$ cat src/rtl/wg_pkg.sv
package wg_pkg;
  typedef enum logic {HALF_A = 1'b0, HALF_B = 1'b1} head_half_t;

  function automatic int max_of(input int a, input int b);
    return (a > b) ? a : b;
  endfunction
endpackage

$ cat src/rtl/wg_gate_qual.sv
module wg_gate_qual (
  input  logic clk,
  input  logic rst_n,
  input  logic sel_i,
  input  logic req_i,
  input  logic step_busy_i,
  output logic gate_o
);
  logic gate_q;

  // Gate opens only with drive selected, a request, and no step in progress.
  always_ff @(posedge clk or negedge rst_n) begin
    if (!rst_n) gate_q <= 1'b0;
    else        gate_q <= sel_i & req_i & ~step_busy_i;
  end

  assign gate_o = gate_q;
endmodule

$ cat src/rtl/wg_head_toggle.sv
module wg_head_toggle
  import wg_pkg::*;
(
  input  logic clk,
  input  logic rst_n,
  input  logic gate_i,
  input  logic take_i,
  output logic head_a_o,
  output logic head_b_o
);
  head_half_t half_q;

  always_ff @(posedge clk or negedge rst_n) begin
    if (!rst_n)      half_q <= HALF_A;
    else if (!gate_i) half_q <= HALF_A;
    else if (take_i) half_q <= (half_q == HALF_A) ? HALF_B : HALF_A;
  end

  assign head_a_o = gate_i & (half_q == HALF_A);
  assign head_b_o = gate_i & (half_q == HALF_B);
endmodule

$ cat src/rtl/wg_erase_timer.sv
module wg_erase_timer
  import wg_pkg::*;
#(
  parameter int ON_CYC  = 50000,
  parameter int OFF_CYC = 100000
) (
  input  logic clk,
  input  logic rst_n,
  input  logic gate_i,
  output logic erase_o
);
  localparam int CW = $clog2(max_of(ON_CYC, OFF_CYC) + 1);
  localparam logic [CW-1:0] ON_LAST  = CW'(ON_CYC - 1);
  localparam logic [CW-1:0] OFF_LAST = CW'(OFF_CYC - 1);

  logic [CW-1:0] on_cnt;
  logic [CW-1:0] off_cnt;
  logic          erase_q;

  always_ff @(posedge clk or negedge rst_n) begin
    if (!rst_n) begin
      on_cnt  <= '0;
      off_cnt <= '0;
      erase_q <= 1'b0;
    end else if (gate_i) begin
      off_cnt <= '0;
      if (!erase_q) begin
        if (on_cnt == ON_LAST) begin
          erase_q <= 1'b1;
          on_cnt  <= '0;
        end else begin
          on_cnt <= on_cnt + CW'(1);
        end
      end
    end else begin
      on_cnt <= '0;
      if (erase_q) begin
        if (off_cnt == OFF_LAST) begin
          erase_q <= 1'b0;
          off_cnt <= '0;
        end else begin
          off_cnt <= off_cnt + CW'(1);
        end
      end
    end
  end

  assign erase_o = erase_q;
endmodule

$ cat src/rtl/wg_write_erase_seq.sv
module wg_write_erase_seq #(
  parameter int CLK_PER_US   = 125,
  parameter int ERASE_ON_US  = 400,
  parameter int ERASE_OFF_US = 800
) (
  input  logic clk,
  input  logic rst_n,
  input  logic drv_sel,
  input  logic wr_req,
  input  logic step_busy,
  input  logic wdata_valid,
  output logic wdata_ready,
  output logic head_a,
  output logic head_b,
  output logic erase_en,
  output logic wr_busy
);
  localparam int ON_CYC  = CLK_PER_US * ERASE_ON_US;
  localparam int OFF_CYC = CLK_PER_US * ERASE_OFF_US;

  logic gate;
  logic take;

  wg_gate_qual u_gate (
    .clk         (clk),
    .rst_n       (rst_n),
    .sel_i       (drv_sel),
    .req_i       (wr_req),
    .step_busy_i (step_busy),
    .gate_o      (gate)
  );

  assign take = wdata_valid & gate;

  wg_head_toggle u_toggle (
    .clk      (clk),
    .rst_n    (rst_n),
    .gate_i   (gate),
    .take_i   (take),
    .head_a_o (head_a),
    .head_b_o (head_b)
  );

  wg_erase_timer #(
    .ON_CYC  (ON_CYC),
    .OFF_CYC (OFF_CYC)
  ) u_erase (
    .clk     (clk),
    .rst_n   (rst_n),
    .gate_i  (gate),
    .erase_o (erase_en)
  );

  assign wdata_ready = gate;
  assign wr_busy     = gate;
endmodule

$ cat config.mk
export PLATFORM = sky130hd
export DESIGN_NAME = wg_write_erase_seq
export DESIGN_NICKNAME = d
export VERILOG_FILES = /design/src/rtl/wg_pkg.sv /design/src/rtl/wg_gate_qual.sv /design/src/rtl/wg_head_toggle.sv /design/src/rtl/wg_erase_timer.sv /design/src/rtl/wg_write_erase_seq.sv
export SDC_FILE = /design/constraint.sdc
export NUM_CORES = 1
export LEC_CHECK = 0
export CORE_UTILIZATION = 43
export DETAILED_ROUTE_END_ITERATION = 8
export PLACE_DENSITY_LB_ADDON = 0.12
export SYNTH_ARGS = -nofsm -noshare
export SYNTH_HDL_FRONTEND = slang
export SYNTH_SLANG_ARGS = --single-unit
$ cat constraint.sdc
create_clock -name clk -period 4.5 [get_ports clk]
set_input_delay 1.35 -clock clk [delete_from_list [all_inputs] [get_ports clk]]
set_output_delay 1.35 -clock clk [all_outputs]
set_load 0.01 [all_outputs]
==> metrics.log, run 1 <==
[metrics] run status: complete, no violations
[metrics] number of flops mapped to enable cells by yosys: 0
[metrics] sort of element at the end of the critical path: primary output
[metrics] RSZ-0062 raised after global routing: false
[metrics] overflow left after global routing: 0
[metrics] Yosys top cell area share: 42.6%
[metrics] Critical Setup Path Class: register to primary output
[metrics] Synth Cell Area: ~2200 sq um
[metrics] achievable frequency: 0.313 GHz
[metrics] mean post-synth cell area: 8.83 sq um
[metrics] dominant synthesized flop cell: dfrtp_1
[metrics] final worst path period share: 70.9%
[metrics] vias: 1936
[metrics] minimum clock period after layout: 3190 ps
[metrics] leakage power total: 0.895 nW
[metrics] power density cells: 279 nW/um^2
[metrics] Inst Count DP: 309
[metrics] total wire length: 4890 um
[metrics] initial standard-cell utilization of the core: around 45%
[metrics] total number of nets in the final design: 257
[metrics] Port Buffer Count: 10
[metrics] fraction of final layout cells with drive strength greater than 1: 6.00%
[metrics] clock root buffer: clkbuf_8
[metrics] clock latency on the worst-skew pair: approximately 300 ps
[metrics] top cells by area in the synthesized netlist: dfrtp_1 (43%), a31oi_1 (7.5%), nand3_1 (5.8%)
[metrics] die outline height: 73.1 um
[metrics] setup repair bufs after CTS: 0
[metrics] total number of yosys warnings: 0
[metrics] data arrival time of the worst path: ~1800 ps
[metrics] Max-Slew Margin vs Limit: 24.7%
[metrics] number of primary I/O pins: 11
[metrics] DRC marker count from the first detailed-route iteration: 175
[metrics] proportion of register bits with asynchronous set or reset after synthesis: 100%
[metrics] number of distinct library cells after synthesis: 49
[metrics] Post-Syn Nets: between 200 and 300
[metrics] commonest cells in the netlist: dfrtp_1 (37), nand2_1 (29), a31oi_1 (26)
[metrics] final max-slew violation count: 0
[metrics] remaining antenna violation count after routing: 0
[metrics] total negative setup slack: 0 ps
[metrics] core region area: 4790 sq um
[metrics] leading cell type by number of instances after synthesis: dfrtp_1
[metrics] CTS H-tree depth: 2
[metrics] switching share of power: a little over a fifth
[metrics] total die area: 5340 sq um
[metrics] power share of the combinational group: 3.5%
[metrics] final cell count without fillers: 317
[metrics] portion of total power attributed to the clock network: 46.0%
[metrics] Core Rows: 25
[metrics] IR Drop Worst-Case VDD: 0.194 mV
[metrics] via count of the first global-routing pass: ~1600
[metrics] largest net degree at the start of global routing: 38
[metrics] Gates resized, CTS repair: 0
[metrics] wire length of the first global-routing pass: 8180 um
[metrics] Via-to-Cell Ratio: 6.11
[metrics] power dissipated by switching net loads: 143 uW
[metrics] endpoint required time on the critical path: 3150 ps
[metrics] detailed placement HPWL: roughly 3200 um
[metrics] Die X: 73.1 um
[metrics] cell internal power dissipation: 522 uW
[metrics] number of buffers inserted by hold repair at cts: 0
[metrics] worst hold-check path type: register to register
[metrics] cell type with the largest total area after synthesis: dfrtp_1
[metrics] weighted congestion at the end of routability-driven global placement: 0.801
[metrics] buffers from clock root to sink, at most: 2
[metrics] antenna violations before repair: 0
[metrics] largest driver fanout on the critical path: 13
[metrics] GRT Resource Usage Total: approximately a fifth
[metrics] Hold Violations, Final: 0
[metrics] Seq/Total Area, Yosys: about 43%
[metrics] Final setup violation count: 0
[metrics] DRC: 0
[metrics] count of inserted antenna diode cells: 0
[metrics] routed wirelength normalized by instance count: approximately 15 um
[metrics] synthesized flop and latch total: 37
[metrics] share of total power in sequential cells: about 51%
[metrics] Max Cap Viol: 0
[metrics] clock-pin slew reported for the worst setup and hold paths after clock tree synthesis: approximately 80 ps
[metrics] worst-case clock skew: 10.4 ps
[metrics] TritonCTS buffer count: 5
[metrics] instance count of the mapped netlist: between 200 and 250
[metrics] first-pass detailed-route iteration total: 4
[metrics] P&R area growth vs syn: 9.67%
[metrics] crit path launch type: register
[metrics] Worst Tran Pin Value: 1130 ps
[metrics] TritonCTS clock tree: done
[metrics] count of clock tree sinks: 37
kinds of logic (layout without fill, tap and decap cells):
logic type      after synthesis  count (layout)  synth area share [%]
simple gates                118             118                  29.2
compound gates               66              66                  20.1
flops                        37              37                  42.6
buf+inv                      19              23                  5.12
fa+ha+maj                     2               2                  1.15
xor+xnor                      2               2                 0.806
mux                           2               2                 0.979
final timing paths:
path | from | end | slack [ps] | cells after the start
max in group asynchronous | rst_n | u_erase.off_cnt[11]$_DFFE_PN0P_ | 2800 | 1
worst min register to register | u_erase.off_cnt[16]$_DFFE_PN0P_ | u_erase.off_cnt[16]$_DFFE_PN0P_ | 520 | 1
worst max register to register | u_erase.on_cnt[0]$_DFFE_PN0P_ | u_erase.on_cnt[8]$_DFFE_PN0P_ | 1970 | 5
worst max-delay path | u_gate.gate_o$_DFF_PN0_ | head_a | 1310 | 3
min in group asynchronous | rst_n | u_erase.on_cnt[9]$_DFFE_PN0P_ | 1160 | 1
worst min-delay path | u_erase.off_cnt[16]$_DFFE_PN0P_ | u_erase.off_cnt[16]$_DFFE_PN0P_ | 520 | 1
power by group through the flow:
stage	sequential [mW]	clock (mW)	combinational [mW]
3_5_place_dp	0.342	0	0.0243
5_1_grt	0.336	0.327	0.0271
2_1_floorplan	0.341	0	0.0104
4_1_cts	0.335	0.316	0.0244
3_3_place_gp	0.342	0	0.0242
6_report	0.336	0.306	0.0236
through the flow:
step	utilization [%]	hold slack (ps)	total power, mW	area (sq um)	worst slack (ps)
4_1_cts	49.8	512	0.676	2380	1280
6_report	49.8	517	0.665	2380	1310
2_1_floorplan	-	442	0.352	2170	2050
3_3_place_gp	47.3	486	0.366	2260	1640
5_1_grt	49.8	532	0.690	2380	1110
3_5_place_dp	47.3	497	0.366	2260	1640
cell usage in the layout (no fill, tap or decap), types with 2 or more instances in the layout:
| master | Yosys | routed |
|---|---|---|
| a21oi_1 | 10 | 10 |
| o211ai_1 | 4 | 4 |
| or4_1 | 6 | 6 |
| o31ai_1 | 2 | 2 |
| nand3_1 | 25 | 25 |
| nor2b_1 | 2 | 2 |
| and4b_1 | 2 | 2 |
| nor2_1 | 15 | 15 |
| or2b_1 | 2 | 2 |
| o21ai_0 | 9 | 9 |
| nand2_1 | 29 | 29 |
| clkdlybuf4s50_1 | 0 | 9 |
| ha_1 | 2 | 2 |
| nor4_1 | 5 | 5 |
| inv_1 | 3 | 3 |
| or2_2 | 2 | 2 |
| nand4_1 | 9 | 9 |
| a41oi_1 | 7 | 7 |
| nor3_1 | 5 | 5 |
| dfrtp_1 | 37 | 37 |
| and4_1 | 3 | 3 |
| a31oi_1 | 26 | 26 |
| o221ai_1 | 2 | 2 |
| clkbuf_8 | 0 | 6 |
| and3_1 | 4 | 4 |
state kept, by name, indices dropped and copies added (netlist names):
signal and count:
u_erase.on_cnt 17, u_gate.gate_o 1, u_toggle.half_q 1, u_erase.erase_o 1, u_erase.off_cnt 17
metal layers:
layer / up-vias / routed length [um] / global-route usage (%)
met1: 929 / 2660 / 31.7
met2: 37 / 1990 / 26.4
met3: 7 / 171 / 3.73
met4: 0 / 70 / 6.54
met5: - / 0 / 0
li1: 963 / - / -
final cells by class:
type                    instances  area, sq um
clock buffers                   6         82.6
clock inverters                 2         37.5
fillers                       456         2400
inverters                       4         15.0
multi-input cells             190         1140
flip-flops and latches         37          926
well taps                      67         83.8
repair buffers                 11          103
critical path: stages (launching register included):
cell	delay (ps)
dfrtp_1	560
clkinv_1	290
nor2_1	160
clkdlybuf4s50_1	540
No activity file was read; power rests on OpenSTA's default activity.
==> run 2: changes to the inputs <==
==> constraint.sdc (replaced) <==
create_clock -name clk -period 3.1 [get_ports clk]
set_input_delay 0.93 -clock clk [delete_from_list [all_inputs] [get_ports clk]]
set_output_delay 0.93 -clock clk [all_outputs]
set_load 0.01 [all_outputs]
==> run 2 against run 1 <==
Compared with the run above: via count fell by 0.98%; critical path type unchanged; flip-flop and latch count did not move; worst hold slack got worse by 4.4 ps; setup slack got worse by 1000 ps; cell area fell by 0.16%; register-to-register slack got worse by 1300 ps; die area did not move; global-route usage fell by 0.25 points; routed wire length fell by 0.61%.
==> metrics.log, run 2 (synthesis results as in run 1) <==
[metrics] overflow left after global routing: 0
[metrics] final worst path period share: 90.8%
[metrics] Largest regs: u_erase.off_cnt (17), u_erase.on_cnt (17)
[metrics] Final setup violation count: 0
[metrics] P&R area growth vs syn: 9.50%
[metrics] total negative setup slack: 0 ps
[metrics] Via-to-Cell Ratio: about 6
[metrics] worst-case clock skew: 5.58 ps
[metrics] clock latency on the worst-skew pair: approximately 290 ps
[metrics] weighted congestion at the end of routability-driven global placement: between 0.8 and 0.9
[metrics] run status: complete, no violations
[metrics] initial standard-cell utilization of the core: a little under half
[metrics] Max-Slew Margin vs Limit: roughly 37%
[metrics] Die X: 73.1 um
[metrics] buffers from clock root to sink, at most: 2
[metrics] Core Rows: 25
[metrics] vias: 1917
[metrics] Max Cap Viol: 0
[metrics] crit path launch type: register
[metrics] worst hold-check path type: register to register
[metrics] total number of nets in the final design: 259
[metrics] sort of element at the end of the critical path: primary output
[metrics] DRC marker count from the first detailed-route iteration: 175
[metrics] achievable frequency: 0.355 GHz
[metrics] remaining antenna violation count after routing: 0
[metrics] antenna violations before repair: 0
[metrics] switching share of power: 22.4%
[metrics] first-pass detailed-route iteration total: 4
[metrics] most frequent standard cell in the layout excluding fill and tap cells: dfrtp_1
[metrics] data arrival time of the worst path: between 1500 and 2000 ps
[metrics] IR Drop Worst-Case VDD: 0.208 mV
[metrics] Critical Setup Path Class: register to primary output
[metrics] minimum clock period after layout: 2810 ps
[metrics] final max-slew violation count: 0
[metrics] RSZ-0062 raised after global routing: false
[metrics] area of all placed cells without fillers: between 2000 and 2500 sq um
[metrics] cell internal power dissipation: 698 uW
[metrics] number of buffers inserted by hold repair at cts: 0
[metrics] share of total power in sequential cells: 54.2%
[metrics] power dissipated by switching net loads: a little over 200 uW
[metrics] power density cells: ~380 nW/um^2
[metrics] leakage power total: 0.902 nW
[metrics] largest driver fanout on the critical path: 13
[metrics] routed wirelength normalized by instance count: 15.2 um
[metrics] portion of total power attributed to the clock network: between 40% and 50%
[metrics] TritonCTS clock tree: done
[metrics] GRT Resource Usage Total: 19.7%
[metrics] sequence of cells on the critical path: clkinv_1 > nor2_1 > clkdlybuf4s50_1
[metrics] leading cell types in the layout, fill and taps excluded: dfrtp_1 (37), nand2_1 (29), a31oi_1 (26)
[metrics] Worst Tran Pin Value: 949 ps
[metrics] Port Buffer Count: 10
[metrics] DRC: 0
[metrics] largest incremental delay on the critical path: 570 ps
[metrics] via count of the first global-routing pass: approximately 1600
[metrics] die outline height: 73.1 um
[metrics] TritonCTS buffer count: 5
[metrics] total wire length: ~4900 um
[metrics] CTS H-tree depth: 2
[metrics] setup repair bufs after CTS: 0
[metrics] cell at the slowest stage of the critical path: dfrtp_1
[metrics] Hold Violations, Final: 0
[metrics] cell area reported after detailed placement: 2280 sq um
[metrics] detailed placement HPWL: 3280 um
[metrics] Gates resized, CTS repair: 0
[metrics] clock root buffer: clkbuf_8
[metrics] fraction of final layout cells with drive strength greater than 1: between 6 and 7%
[metrics] number of primary I/O pins: 11
[metrics] total die area: approximately 5300 sq um
[metrics] wire length of the first global-routing pass: roughly 8000 um
[metrics] power share of the combinational group: 3.9%
[metrics] largest net degree at the start of global routing: 38
[metrics] clock-pin slew reported for the worst setup and hold paths after clock tree synthesis: 70 ps
[metrics] core region area: 4790 sq um
[metrics] count of clock tree sinks: 37
[metrics] count of inserted antenna diode cells: 0
[metrics] endpoint required time on the critical path: 2170 ps
## run 2: changes by cell type in the layout (fill, tap and decap cells not counted)
cell / previous run / this run
buf_4: 1 / 3
clkinv_2: 0 / 1
bufinv_16: 1 / 0
clkbuf_8: 6 / 7
clkinvlp_4: 1 / 0
## run 2: path summary, 6_finish.rpt
kind	startpoint	endpoint	slack, ps	cells after the start
min	u_erase.off_cnt[16]$_DFFE_PN0P_	u_erase.off_cnt[16]$_DFFE_PN0P_	510	1
min in group asynchronous	rst_n	u_erase.on_cnt[13]$_DFFE_PN0P_	740	1
min reg2reg	u_erase.off_cnt[16]$_DFFE_PN0P_	u_erase.off_cnt[16]$_DFFE_PN0P_	510	1
max	u_gate.gate_o$_DFF_PN0_	head_a	290	3
max in group asynchronous	rst_n	u_erase.off_cnt[15]$_DFFE_PN0P_	1830	1
max reg2reg	u_erase.off_cnt[12]$_DFFE_PN0P_	u_erase.off_cnt[13]$_DFFE_PN0P_	720	4
## run 2: per-layer routing
layer / up-vias / part of all wire [%] / global-route usage (%)
li1: 960 / - / -
met1: 910 / 55 / 31.7
met5: - / 0 / 0
met2: 41 / 40 / 24.9
met3: 6 / 3.5 / 4.42
met4: 0 / 1.2 / 6.97
## run 2: final cells by class
cell class,instances,area [sq um]
clock buffers,7,96.3
clock inverters,1,5.00
fillers,468,2410
inverters,4,15.0
multi-input cells,190,1140
flip-flops and latches,37,926
well taps,67,83.8
repair buffers,13,118
## run 2: power by group through the flow
stage	clock network, mW	logic, mW	registers, mW
after floorplan	0	0.0152	0.495
after global placement	0	0.0360	0.496
after detailed placement	0	0.0362	0.497
after CTS	0.389	0.0363	0.487
after global routing	0.405	0.0398	0.488
final	0.377	0.0350	0.487
## run 2: worst max-delay path: cells and delay by family (launching register included)
family	cells	cell delay, ps
DFF	1	570
buffers and inverters	2	850
and+or+nand+nor	1	170
## run 2: stage by stage
step                      hold WS [ps]  setup WS, ps  std cells  util (%)  total power [mW]
after detailed placement           499           597        311      47.6             0.533
final                              513           287        319      49.7             0.899
after global routing               529           137        319      49.7             0.933
after floorplan                    442          1070        246         -             0.510
after global placement             496           706        311      47.6             0.532
after CTS                          513           269        319      49.7             0.912
